--- config.mk ---
export PLATFORM = sky130hd
export DESIGN_NAME = alu_status_flags
export DESIGN_NICKNAME = d
export VERILOG_FILES = /design/src/rtl/alu_flags_pkg.sv /design/src/rtl/flag_eval.sv /design/src/rtl/ctrl_flag_reg.sv /design/src/rtl/ptr_step_gen.sv /design/src/rtl/alu_status_flags.sv
export SDC_FILE = /design/constraint.sdc
export NUM_CORES = 1
export LEC_CHECK = 0
export BUFFER_PORTS_ARGS = -buffer_cell sky130_fd_sc_hd__buf_2
export CAP_MARGIN = 0
export CORE_UTILIZATION = 25
export CTS_CLUSTER_DIAMETER = 60
export DETAILED_ROUTE_END_ITERATION = 12
export GPL_TIMING_DRIVEN = 1
export PLACE_DENSITY = 0.79
export SLEW_MARGIN = 0
export SYNTH_ARGS = -nofsm -noshare
export SYNTH_HDL_FRONTEND = slang
export SYNTH_SLANG_ARGS = --single-unit
--- constraint.sdc ---
create_clock -name clk -period 1.09 [get_ports clk]
set_input_delay 0.0545 -clock clk [delete_from_list [all_inputs] [get_ports clk]]
set_output_delay 0.0545 -clock clk [all_outputs]
set_load 0.01 [all_outputs]
--- src/rtl/alu_flags_pkg.sv ---
package alu_flags_pkg;

    typedef enum logic [1:0] {
        OPC_ADD   = 2'd0,
        OPC_SUB   = 2'd1,
        OPC_LOGIC = 2'd2,
        OPC_SHIFT = 2'd3
    } op_class_e;

    typedef enum logic [1:0] {
        SZ_BYTE = 2'd0,
        SZ_HALF = 2'd1,
        SZ_WORD = 2'd2,
        SZ_WALT = 2'd3
    } op_size_e;

    typedef struct packed {
        logic cf;
        logic pf;
        logic af;
        logic zf;
        logic sf;
        logic of;
    } status_t;

    typedef struct packed {
        logic [5:0] ext;
        logic       nt;
        logic [1:0] iopl;
        logic       dir;
        logic       ien;
        logic       trap;
    } ctrl_t;

    localparam int POS_CF   = 0;
    localparam int POS_ONE  = 1;
    localparam int POS_PF   = 2;
    localparam int POS_AF   = 4;
    localparam int POS_ZF   = 6;
    localparam int POS_SF   = 7;
    localparam int POS_TRAP = 8;
    localparam int POS_IEN  = 9;
    localparam int POS_DIR  = 10;
    localparam int POS_OF   = 11;
    localparam int POS_IOPL = 12;
    localparam int POS_NT   = 14;
    localparam int POS_EXT  = 16;
    localparam int EXT_W    = 6;

    localparam logic [31:0] CTRL_MASK = 32'h003F_7700;

endpackage

--- src/rtl/flag_eval.sv ---
module flag_eval
    import alu_flags_pkg::*;
#(
    parameter int DATA_W = 32
) (
    input  op_class_e         op,
    input  op_size_e          size,
    input  logic [DATA_W-1:0] a,
    input  logic [DATA_W-1:0] b,
    input  logic [DATA_W-1:0] r,
    input  logic              cy,
    output status_t           st
);
    localparam int HALF_W = DATA_W / 2;
    localparam int BYTE_W = 8;

    logic sa, sb, sr;
    logic [DATA_W-1:0] mask;
    logic [DATA_W-1:0] nib_x;

    always_comb begin
        unique case (size)
            SZ_BYTE: begin
                sa = a[BYTE_W-1]; sb = b[BYTE_W-1]; sr = r[BYTE_W-1];
                mask = {{(DATA_W-BYTE_W){1'b0}}, {BYTE_W{1'b1}}};
            end
            SZ_HALF: begin
                sa = a[HALF_W-1]; sb = b[HALF_W-1]; sr = r[HALF_W-1];
                mask = {{(DATA_W-HALF_W){1'b0}}, {HALF_W{1'b1}}};
            end
            default: begin
                sa = a[DATA_W-1]; sb = b[DATA_W-1]; sr = r[DATA_W-1];
                mask = {DATA_W{1'b1}};
            end
        endcase

        nib_x = a ^ b ^ r;

        st.pf = ~^r[BYTE_W-1:0];
        st.zf = ((r & mask) == '0);
        st.sf = sr;

        unique case (op)
            OPC_ADD: begin
                st.cf = cy;
                st.af = nib_x[4];
                st.of = (sa == sb) && (sr != sa);
            end
            OPC_SUB: begin
                st.cf = cy;
                st.af = nib_x[4];
                st.of = (sa != sb) && (sr != sa);
            end
            OPC_SHIFT: begin
                st.cf = cy;
                st.af = 1'b0;
                st.of = (sr != sa);
            end
            default: begin
                st.cf = 1'b0;
                st.af = 1'b0;
                st.of = 1'b0;
            end
        endcase
    end

endmodule

--- src/rtl/ctrl_flag_reg.sv ---
module ctrl_flag_reg
    import alu_flags_pkg::*;
(
    input  logic        clk,
    input  logic        rst_n,
    input  logic        we,
    input  logic [31:0] wdata,
    output ctrl_t       ctrl
);
    ctrl_t ctrl_d, ctrl_q;

    always_comb begin
        ctrl_d = ctrl_q;
        if (we) begin
            ctrl_d.trap = wdata[POS_TRAP];
            ctrl_d.ien  = wdata[POS_IEN];
            ctrl_d.dir  = wdata[POS_DIR];
            ctrl_d.iopl = wdata[POS_IOPL +: 2];
            ctrl_d.nt   = wdata[POS_NT];
            ctrl_d.ext  = wdata[POS_EXT +: EXT_W];
        end
    end

    always_ff @(posedge clk or negedge rst_n) begin
        if (!rst_n) ctrl_q <= '0;
        else        ctrl_q <= ctrl_d;
    end

    assign ctrl = ctrl_q;

    p_ctrl_hold_r8: assert property (@(posedge clk) disable iff (!rst_n)
        !we |=> (ctrl_q == $past(ctrl_q)));

    p_ctrl_load_r8: assert property (@(posedge clk) disable iff (!rst_n)
        we |=> (ctrl_q.dir == $past(wdata[POS_DIR])));

endmodule

--- src/rtl/ptr_step_gen.sv ---
module ptr_step_gen
    import alu_flags_pkg::*;
#(
    parameter int STEP_W = 4
) (
    input  logic                     dir,
    input  op_size_e                 size,
    output logic signed [STEP_W-1:0] step
);
    logic signed [STEP_W-1:0] mag;

    always_comb begin
        unique case (size)
            SZ_BYTE: mag = STEP_W'(1);
            SZ_HALF: mag = STEP_W'(2);
            default: mag = STEP_W'(4);
        endcase
        step = dir ? -mag : mag;
    end

endmodule

--- src/rtl/alu_status_flags.sv ---
module alu_status_flags
    import alu_flags_pkg::*;
#(
    parameter int DATA_W = 32,
    parameter int STEP_W = 4
) (
    input  logic                     clk,
    input  logic                     rst_n,
    input  logic [1:0]               op_class,
    input  logic [1:0]               op_size,
    input  logic [DATA_W-1:0]        opnd_a,
    input  logic [DATA_W-1:0]        opnd_b,
    input  logic [DATA_W-1:0]        result,
    input  logic                     carry_in,
    input  logic                     ctl_we,
    input  logic [31:0]              ctl_wdata,
    output logic [31:0]              flags_word,
    output logic signed [STEP_W-1:0] ptr_step
);
    op_class_e op_e;
    op_size_e  sz_e;
    status_t   status_d, status_q;
    ctrl_t     ctrl;

    assign op_e = op_class_e'(op_class);
    assign sz_e = op_size_e'(op_size);

    flag_eval #(.DATA_W(DATA_W)) u_eval (
        .op   (op_e),
        .size (sz_e),
        .a    (opnd_a),
        .b    (opnd_b),
        .r    (result),
        .cy   (carry_in),
        .st   (status_d)
    );

    ctrl_flag_reg u_ctrl (
        .clk   (clk),
        .rst_n (rst_n),
        .we    (ctl_we),
        .wdata (ctl_wdata),
        .ctrl  (ctrl)
    );

    ptr_step_gen #(.STEP_W(STEP_W)) u_step (
        .dir  (ctrl.dir),
        .size (sz_e),
        .step (ptr_step)
    );

    always_ff @(posedge clk or negedge rst_n) begin
        if (!rst_n) status_q <= '0;
        else        status_q <= status_d;
    end

    always_comb begin
        flags_word                     = '0;
        flags_word[POS_ONE]            = 1'b1;
        flags_word[POS_CF]             = status_q.cf;
        flags_word[POS_PF]             = status_q.pf;
        flags_word[POS_AF]             = status_q.af;
        flags_word[POS_ZF]             = status_q.zf;
        flags_word[POS_SF]             = status_q.sf;
        flags_word[POS_OF]             = status_q.of;
        flags_word[POS_TRAP]           = ctrl.trap;
        flags_word[POS_IEN]            = ctrl.ien;
        flags_word[POS_DIR]            = ctrl.dir;
        flags_word[POS_IOPL +: 2]      = ctrl.iopl;
        flags_word[POS_NT]             = ctrl.nt;
        flags_word[POS_EXT +: EXT_W]   = ctrl.ext;
    end

    p_fixed_bits_r1: assert property (@(posedge clk) disable iff (!rst_n)
        flags_word[1] && !flags_word[3] && !flags_word[5] && !flags_word[15]
        && (flags_word[31:22] == '0));

    p_logic_clears_r2: assert property (@(posedge clk) disable iff (!rst_n)
        (op_class == 2'd2) |=> (!flags_word[0] && !flags_word[4] && !flags_word[11]));

    p_carry_follows_r2: assert property (@(posedge clk) disable iff (!rst_n)
        (op_class != 2'd2) |=> (flags_word[0] == $past(carry_in)));

    p_byte_zero_r5: assert property (@(posedge clk) disable iff (!rst_n)
        (op_size == 2'd0) |=> (flags_word[6] == ($past(result[7:0]) == 8'h00)));

    p_step_sign_r9: assert property (@(posedge clk) disable iff (!rst_n)
        flags_word[10] == (ptr_step < 0));

endmodule

==> impl_metrics.csv, run 1 <==
group,metric,value,unit
cells_and_area,drive_above_1_share,59.7,%
power_and_ir_drop,p_total,0.00178,W
synthesis,synth.top_cell.area_share,41.6,%
critical_path,cpLargestDelayFamily,"simple AND/OR/NAND/NOR gates",
critical_path,slowest_delay,0.27,ns
placed_design,io_buffer_count,81,
floorplan,die_h,67.8,um
detailed_routing,firstDrtPassIters,4,
critical_path,endpoint_kind,"register",
placed_design,place_inst,234,
critical_path,cp-startpoint,"op_size[0]",
clock_tree,cts-buffers-inserted,3,
detailed_routing,drc,0,
clock_tree,cts_tree,"built",
cells_and_area,final_common_cell,"buf_2",
detailed_routing,antenna_left,0,
power_and_ir_drop,power.switching,0.000492,W
floorplan,dieArea,4600,um^2
grt,gr-total-overflow,0,
synthesis,syn_area_per_cell,10.5,um^2
grt,grt_pass1_vias,969,
sta,final.setup.tns,-0.198,ns
grt,grt_use_met3,1.86,%
clock_tree,cts_root_buf,"clkbuf_8",
critical_path,cp.buffers_inverters,1,
critical_path,crit_arrival,1.39,ns
critical_path,r2r-start,"u_ctrl.ctrl[2]",
grt,grt_usage,12.2,%
sta,fin_crit,1.28,ns
grt,grt-busiest-layer,"met2",
cells_and_area,fill_cells,417,
power_and_ir_drop,clockPowerShare,24.6,%
synthesis,yosys.area.top_type,"dfrtp_1",
critical_path,crit_fanout,6,
clock_tree,cts.clk_slew.worst_paths,0.06,ns
power_and_ir_drop,ir_worst_vdd,0.338,mV
detailed_routing,wl_per_cell,11.5,um
power_and_ir_drop,power.leakage,0.882,nW
synthesis,ys_seq_area_share,41.6,%
critical_path,start_kind,"primary input",
detailed_routing,routed_wl,2760,um
critical_path,critical_path_class,"in2reg",
power_and_ir_drop,p_seq_share,43.5,%
synthesis,synth_seq_cells,18,
grt,antenna_found_initial,0,
cells_and_area,diodes,0,
grt,grt_pass1_wl,4060,um
sta,skew,0,ns
status,violations,"negative setup slack",
floorplan,die_w,67.8,um
power_and_ir_drop,power_frac_comb,31.9,%
cells_and_area,areaGrowthSynthToFinish,53.2,%
floorplan,ioPinCount,172,
sta,slew_viol_final,0,
placed_design,place_congestion,0.741,
sta,finalSetupViolCount,2,
synthesis,synth.distinct_cells,28,
worst_hold_path,min_path_type,"in2reg",
sta,fin_ws,-0.186,ns
floorplan,num_rows,23,
clock_tree,clock_path_buffers,2,
cells_and_area,final_cell_mix,"buf_2, dfrtp_1, conb_1",
synthesis,synth_area,1080,um^2
grt,use_met1,13.1,%
critical_path,crit_required,1.21,ns
power_and_ir_drop,swShare,27.6,%
clock_tree,cts.sinks,18,
power_and_ir_drop,powerDensity,1070,nW/um^2
clock_tree,cts_max_level,1,
detailed_routing,drt_iter0_drc,29,
detailed_routing,viasPerCell,4.37,
sta,fmax,784,MHz
critical_path,crit_top_cell,"a22oi_1",
clock_tree,clkLatencyLatePin,0.24,ns
floorplan,initial_utilization,26.5,%
power_and_ir_drop,p_int,0.00129,W
status,run_status,"complete, but fails checks",
cells_and_area,finalNonFillerCells,241,
critical_path,cpMaxStageDelayCell,"or2b_1",
synthesis,synthCells,103,
cells_and_area,nets,334,
sta,final.period_utilization,117,%
critical_path,cp_cell_sequence,"buf_4 -> or2b_1 -> ha_4 -> nor2_4 -> a22oi_1 -> and2_1 -> a22oi_1 -> o311ai_1",
detailed_routing,via_count,1052,
synthesis,synthTopCellsByArea,"dfrtp_1, mux2_2, buf_4, ha_1, xnor2_1",
floorplan,core,4090,um^2
worst_hold_path,hold_start,"op_class[1]",
sta,rsz0062_at_grt,"true",
sta,hold_violations,0,
grt,use_met2,23.1,%
grt,grt_max_degree,19,
flow_run,drv_cap,0,
synthesis,ys_warn_count,0,
-- final timing paths --
kind	end	slack, ns	cells after the start
min reg2reg	u_ctrl.ctrl[4]	0.50	1
max	flags_word[11]	-0.19	8
max in group asynchronous	u_ctrl.ctrl[2]	0.53	2
max reg2reg	u_ctrl.ctrl[2]	0.13	2
min in group asynchronous	u_ctrl.ctrl[7]	0.26	2
min	flags_word[4]	0.01	2
-- cells in the mapped netlist --
cell type / instances
nor3_1: 1
a21oi_1: 2
or2b_1: 1
nand4_1: 2
nand2_1: 1
buf_4: 15
a22oi_1: 3
a22o_1: 1
nand2b_1: 1
nor2_1: 5
xnor2_1: 5
nor4_1: 6
o21ai_0: 1
a211oi_1: 1
o211ai_1: 1
clkbuf_1: 1
a21boi_0: 1
mux2_1: 2
and2_1: 1
inv_1: 10
ha_1: 5
mux2_2: 13
buf_1: 1
conb_1: 2
xor2_1: 1
dfrtp_1: 18
o311ai_1: 1
and2_2: 1
-- routing by layer --
layer / part of all wire (%) / wire [um]
met5: 0 / 0
met4: 0.36 / 10
met3: 11 / 293
met2: 49 / 1360
met1: 40 / 1100
-- metrics by stage --
stage / hold WS [ns] / setup WS (ns) / cell area (um^2) / util, %
6_report: 0.0102 / -0.186 / 1660 / 40.6
5_1_grt: 0.0125 / -0.256 / 1660 / 40.6
4_1_cts: 0.00923 / -0.169 / 1630 / 39.8
3_5_place_dp: 0.00307 / -0.457 / 1540 / 37.7
3_3_place_gp: 0.000108 / -0.396 / 1540 / 37.7
2_1_floorplan: -0.241 / -0.204 / 1160 / -
-- sequential cells by signal (all words and copies together) (netlist names) --
signal	count
flags_word	6
u_ctrl.ctrl	12
-- timing repair --
item	CTS	global route
hold endpoints to repair	18	0
gates resized for setup	4	5
buffers inserted	3	0
hold buffers	1	0
pin swaps	3	1
endpoints found under the setup margin	3	3
-- cell families after synthesis --
kind of cell,after synthesis,share of synthesized area (%)
buffers and inverters,27,14.6
and+or+nand+nor,19,9.71
DFF,18,41.6
muxes,15,15.6
AOI/OAI and AO/OA,11,7.17
xor gates and xnor gates,6,4.86
adders and majority gates,5,5.78
other,2,0.694
-- area by class of cell --
cell class              instances  area, um^2  share of cell area [%]
multi-input cells              70         577                    34.8
repair buffers                 90         488                    29.4
flip-flops and latches         18         452                    27.2
well taps                      50        62.6                    3.77
clock buffers                   3        41.3                    2.49
inverters                      10        37.5                    2.26
-- power by group through the flow --
stage | sequential [W] | clock, W | combinational, W
final | 0.000774 | 0.000439 | 0.000568
after global routing | 0.000786 | 0.000492 | 0.000633
after CTS | 0.000773 | 0.000465 | 0.000559
after detailed placement | 0.000787 | 0 | 0.000534
after global placement | 0.000780 | 0 | 0.000523
after floorplan | 0.000823 | 0 | 0.000267
No activity file was read; power rests on OpenSTA's default activity.
==> inputs of run 2 (changes only) <==
--- a/config.mk
+++ b/config.mk
@@ -7,11 +7,13 @@
 export LEC_CHECK = 0
 export BUFFER_PORTS_ARGS = -buffer_cell sky130_fd_sc_hd__buf_2
 export CAP_MARGIN = 0
-export CORE_UTILIZATION = 25
+export CORE_AREA = 2 2 66 68
 export CTS_CLUSTER_DIAMETER = 60
 export DETAILED_ROUTE_END_ITERATION = 12
+export DIE_AREA = 0 0 68 70
 export GPL_TIMING_DRIVEN = 1
-export PLACE_DENSITY = 0.79
+export PLACE_DENSITY = 0.84
+export SKIP_CTS_REPAIR_TIMING = 1
 export SLEW_MARGIN = 0
 export SYNTH_ARGS = -nofsm -noshare
 export SYNTH_HDL_FRONTEND = slang
==> run 2 against run 1 <==
Effect of this change:
- the flow still finishes with violations (negative setup slack)
- hold slack better by 0.0095 ns
- clock skew stayed put
- die area is 3.6% higher
- critical path depth stayed put
- global-route usage is 1.2 points higher
==> impl_metrics.csv, run 2 (same netlist as run 1, synthesis figures left out) <==
group,metric,value,unit
status,run_status,"complete, but fails checks",
status,violations,"negative setup slack",
critical_path,crit_required,1.24,ns
grt,grt_max_degree,19,
critical_path,cp-startpoint,"op_size[1]",
detailed_routing,drt_iter0_drc,32,
critical_path,endpoint,"flags_word[11]",
clock_tree,cts.sinks,18,
clock_tree,cts.clk_slew.worst_paths,0.07,ns
placed_design,placed_area,1560,um^2
worst_hold_path,min_path_type,"in2reg",
power_and_ir_drop,powerDensity,1110,nW/um^2
detailed_routing,viasPerCell,4.25,
detailed_routing,drc,0,
sta,finalSetupViolCount,2,
critical_path,timing.rr.end,"u_ctrl.ctrl[2]",
clock_tree,cts_tree,"built",
grt,grt_usage,13.3,%
sta,fin_crit,1.33,ns
detailed_routing,firstDrtPassIters,2,
critical_path,cp_cell_sequence,"buf_6 -> or2b_1 -> ha_4 -> nor2_4 -> a22o_1 -> and2_4 -> a21oi_2 -> o311ai_1",
critical_path,start_kind,"primary input",
clock_tree,cts_max_level,1,
sta,final.period_utilization,122,%
detailed_routing,antenna_left,0,
cells_and_area,fin_area,1690,um^2
critical_path,r2r_setup_slack,0.25,ns
sta,final.setup.tns,-0.290,ns
floorplan,dieArea,4760,um^2
floorplan,die_w,68,um
floorplan,initial_utilization,26.1,%
critical_path,cpMaxStageDelayCell,"or2b_1",
cells_and_area,drive_above_1_share,60.8,%
critical_path,r2r-start,"u_ctrl.ctrl[2]",
critical_path,endpoint_kind,"register",
floorplan,num_rows,24,
power_and_ir_drop,power.leakage,0.889,nW
placed_design,place_congestion,0.813,
clock_tree,clkLatencyLatePin,0.24,ns
detailed_routing,via_count,1046,
placed_design,io_buffer_count,81,
detailed_routing,routed_wl,3110,um
detailed_routing,wl_per_cell,12.6,um
clock_tree,cts-buffers-inserted,3,
critical_path,rr_worst_depth,1,
cells_and_area,areaGrowthSynthToFinish,56.2,%
floorplan,core,4140,um^2
sta,rsz0062_at_grt,"true",
sta,slew_viol_final,0,
power_and_ir_drop,p_total,0.00187,W
critical_path,crit_arrival,1.48,ns
cells_and_area,final_util,40.8,%
grt,grt_pass1_wl,4670,um
clock_tree,clock_path_buffers,2,
grt,gr-total-overflow,0,
sta,hold_violations,0,
floorplan,die_h,70,um
cells_and_area,diodes,0,
clock_tree,cts_root_buf,"clkbuf_8",
sta,skew,0,ns
cells_and_area,final_cell_mix,"buf_2, dfrtp_1, conb_1",
floorplan,ioPinCount,172,
cells_and_area,nets,336,
critical_path,critical_path_class,"in2reg",
cells_and_area,final_common_cell,"buf_2",
critical_path,slowest_delay,0.26,ns
cells_and_area,largest_reg_flops,12,
flow_run,drv_cap,0,
power_and_ir_drop,ir_worst_vdd,0.338,mV
placed_design,place_hpwl,2660,um
grt,antenna_found_initial,0,
critical_path,crit_fanout,5,
sta,fin_ws,-0.244,ns
grt,grt_pass1_vias,1033,
sta,fmax,750,MHz
## run 2: critical path: cells and delay by family
family                   cells  cell delay [ns]
adder cells (fa/ha/maj)      1             0.20
AND/OR/NAND/NOR              3             0.59
AO/OA/AOI/OAI                3             0.53
buffers and inverters        1             0.09
## run 2: cell type report
| class | count | area (um^2) |
|---|---|---|
| sequential | 18 | 450 |
| clock buffer | 4 | 55.1 |
| fill | 418 | 2450 |
| inverter | 10 | 37.5 |
| tap | 52 | 65.1 |
| multi-input combinational | 70 | 572 |
| timing repair buffer | 92 | 510 |
## run 2: worst min path at each step
stage | start | to | slack (ns) | cells past startpoint
after floorplan | rst_n | flags_word[0] | -0.24 | 0
after global placement | rst_n | u_ctrl.ctrl[11] | -0.0003 | 1
after detailed placement | rst_n | u_ctrl.ctrl[11] | 0.006 | 1
after CTS | rst_n | u_ctrl.ctrl[6] | -0.27 | 1
after global routing | ctl_wdata[17] | u_ctrl.ctrl[7] | 0.04 | 2
final | op_class[1] | flags_word[4] | 0.02 | 2
## run 2: report_power, final
part           total [W]  internal (W)  leakage [nW]  switching (W)
registers       0.000771      0.000742         0.216      0.0000294
logic           0.000576      0.000301         0.643       0.000275
clock network   0.000526      0.000320        0.0288       0.000206
total            0.00187       0.00136         0.889       0.000511
## run 2: routing by layer
layer | up-vias | wire (um) | track usage [%]
li1 | 506 | - | -
met1 | 459 | 1020 | 13.0
met2 | 79 | 1710 | 26.0
met5 | - | 0 | 0
met4 | 0 | 14 | 4.67
met3 | 2 | 357 | 2.90
## run 2: per-stage QoR
step                hold slack, ns  std cells  setup WS, ns
floorplan                   -0.241        115        -0.204
global placement         -0.000305        238        -0.400
detailed placement         0.00626        238        -0.473
CTS                         -0.270        242        -0.215
global route                0.0377        246        -0.322
finish                      0.0196        246        -0.244
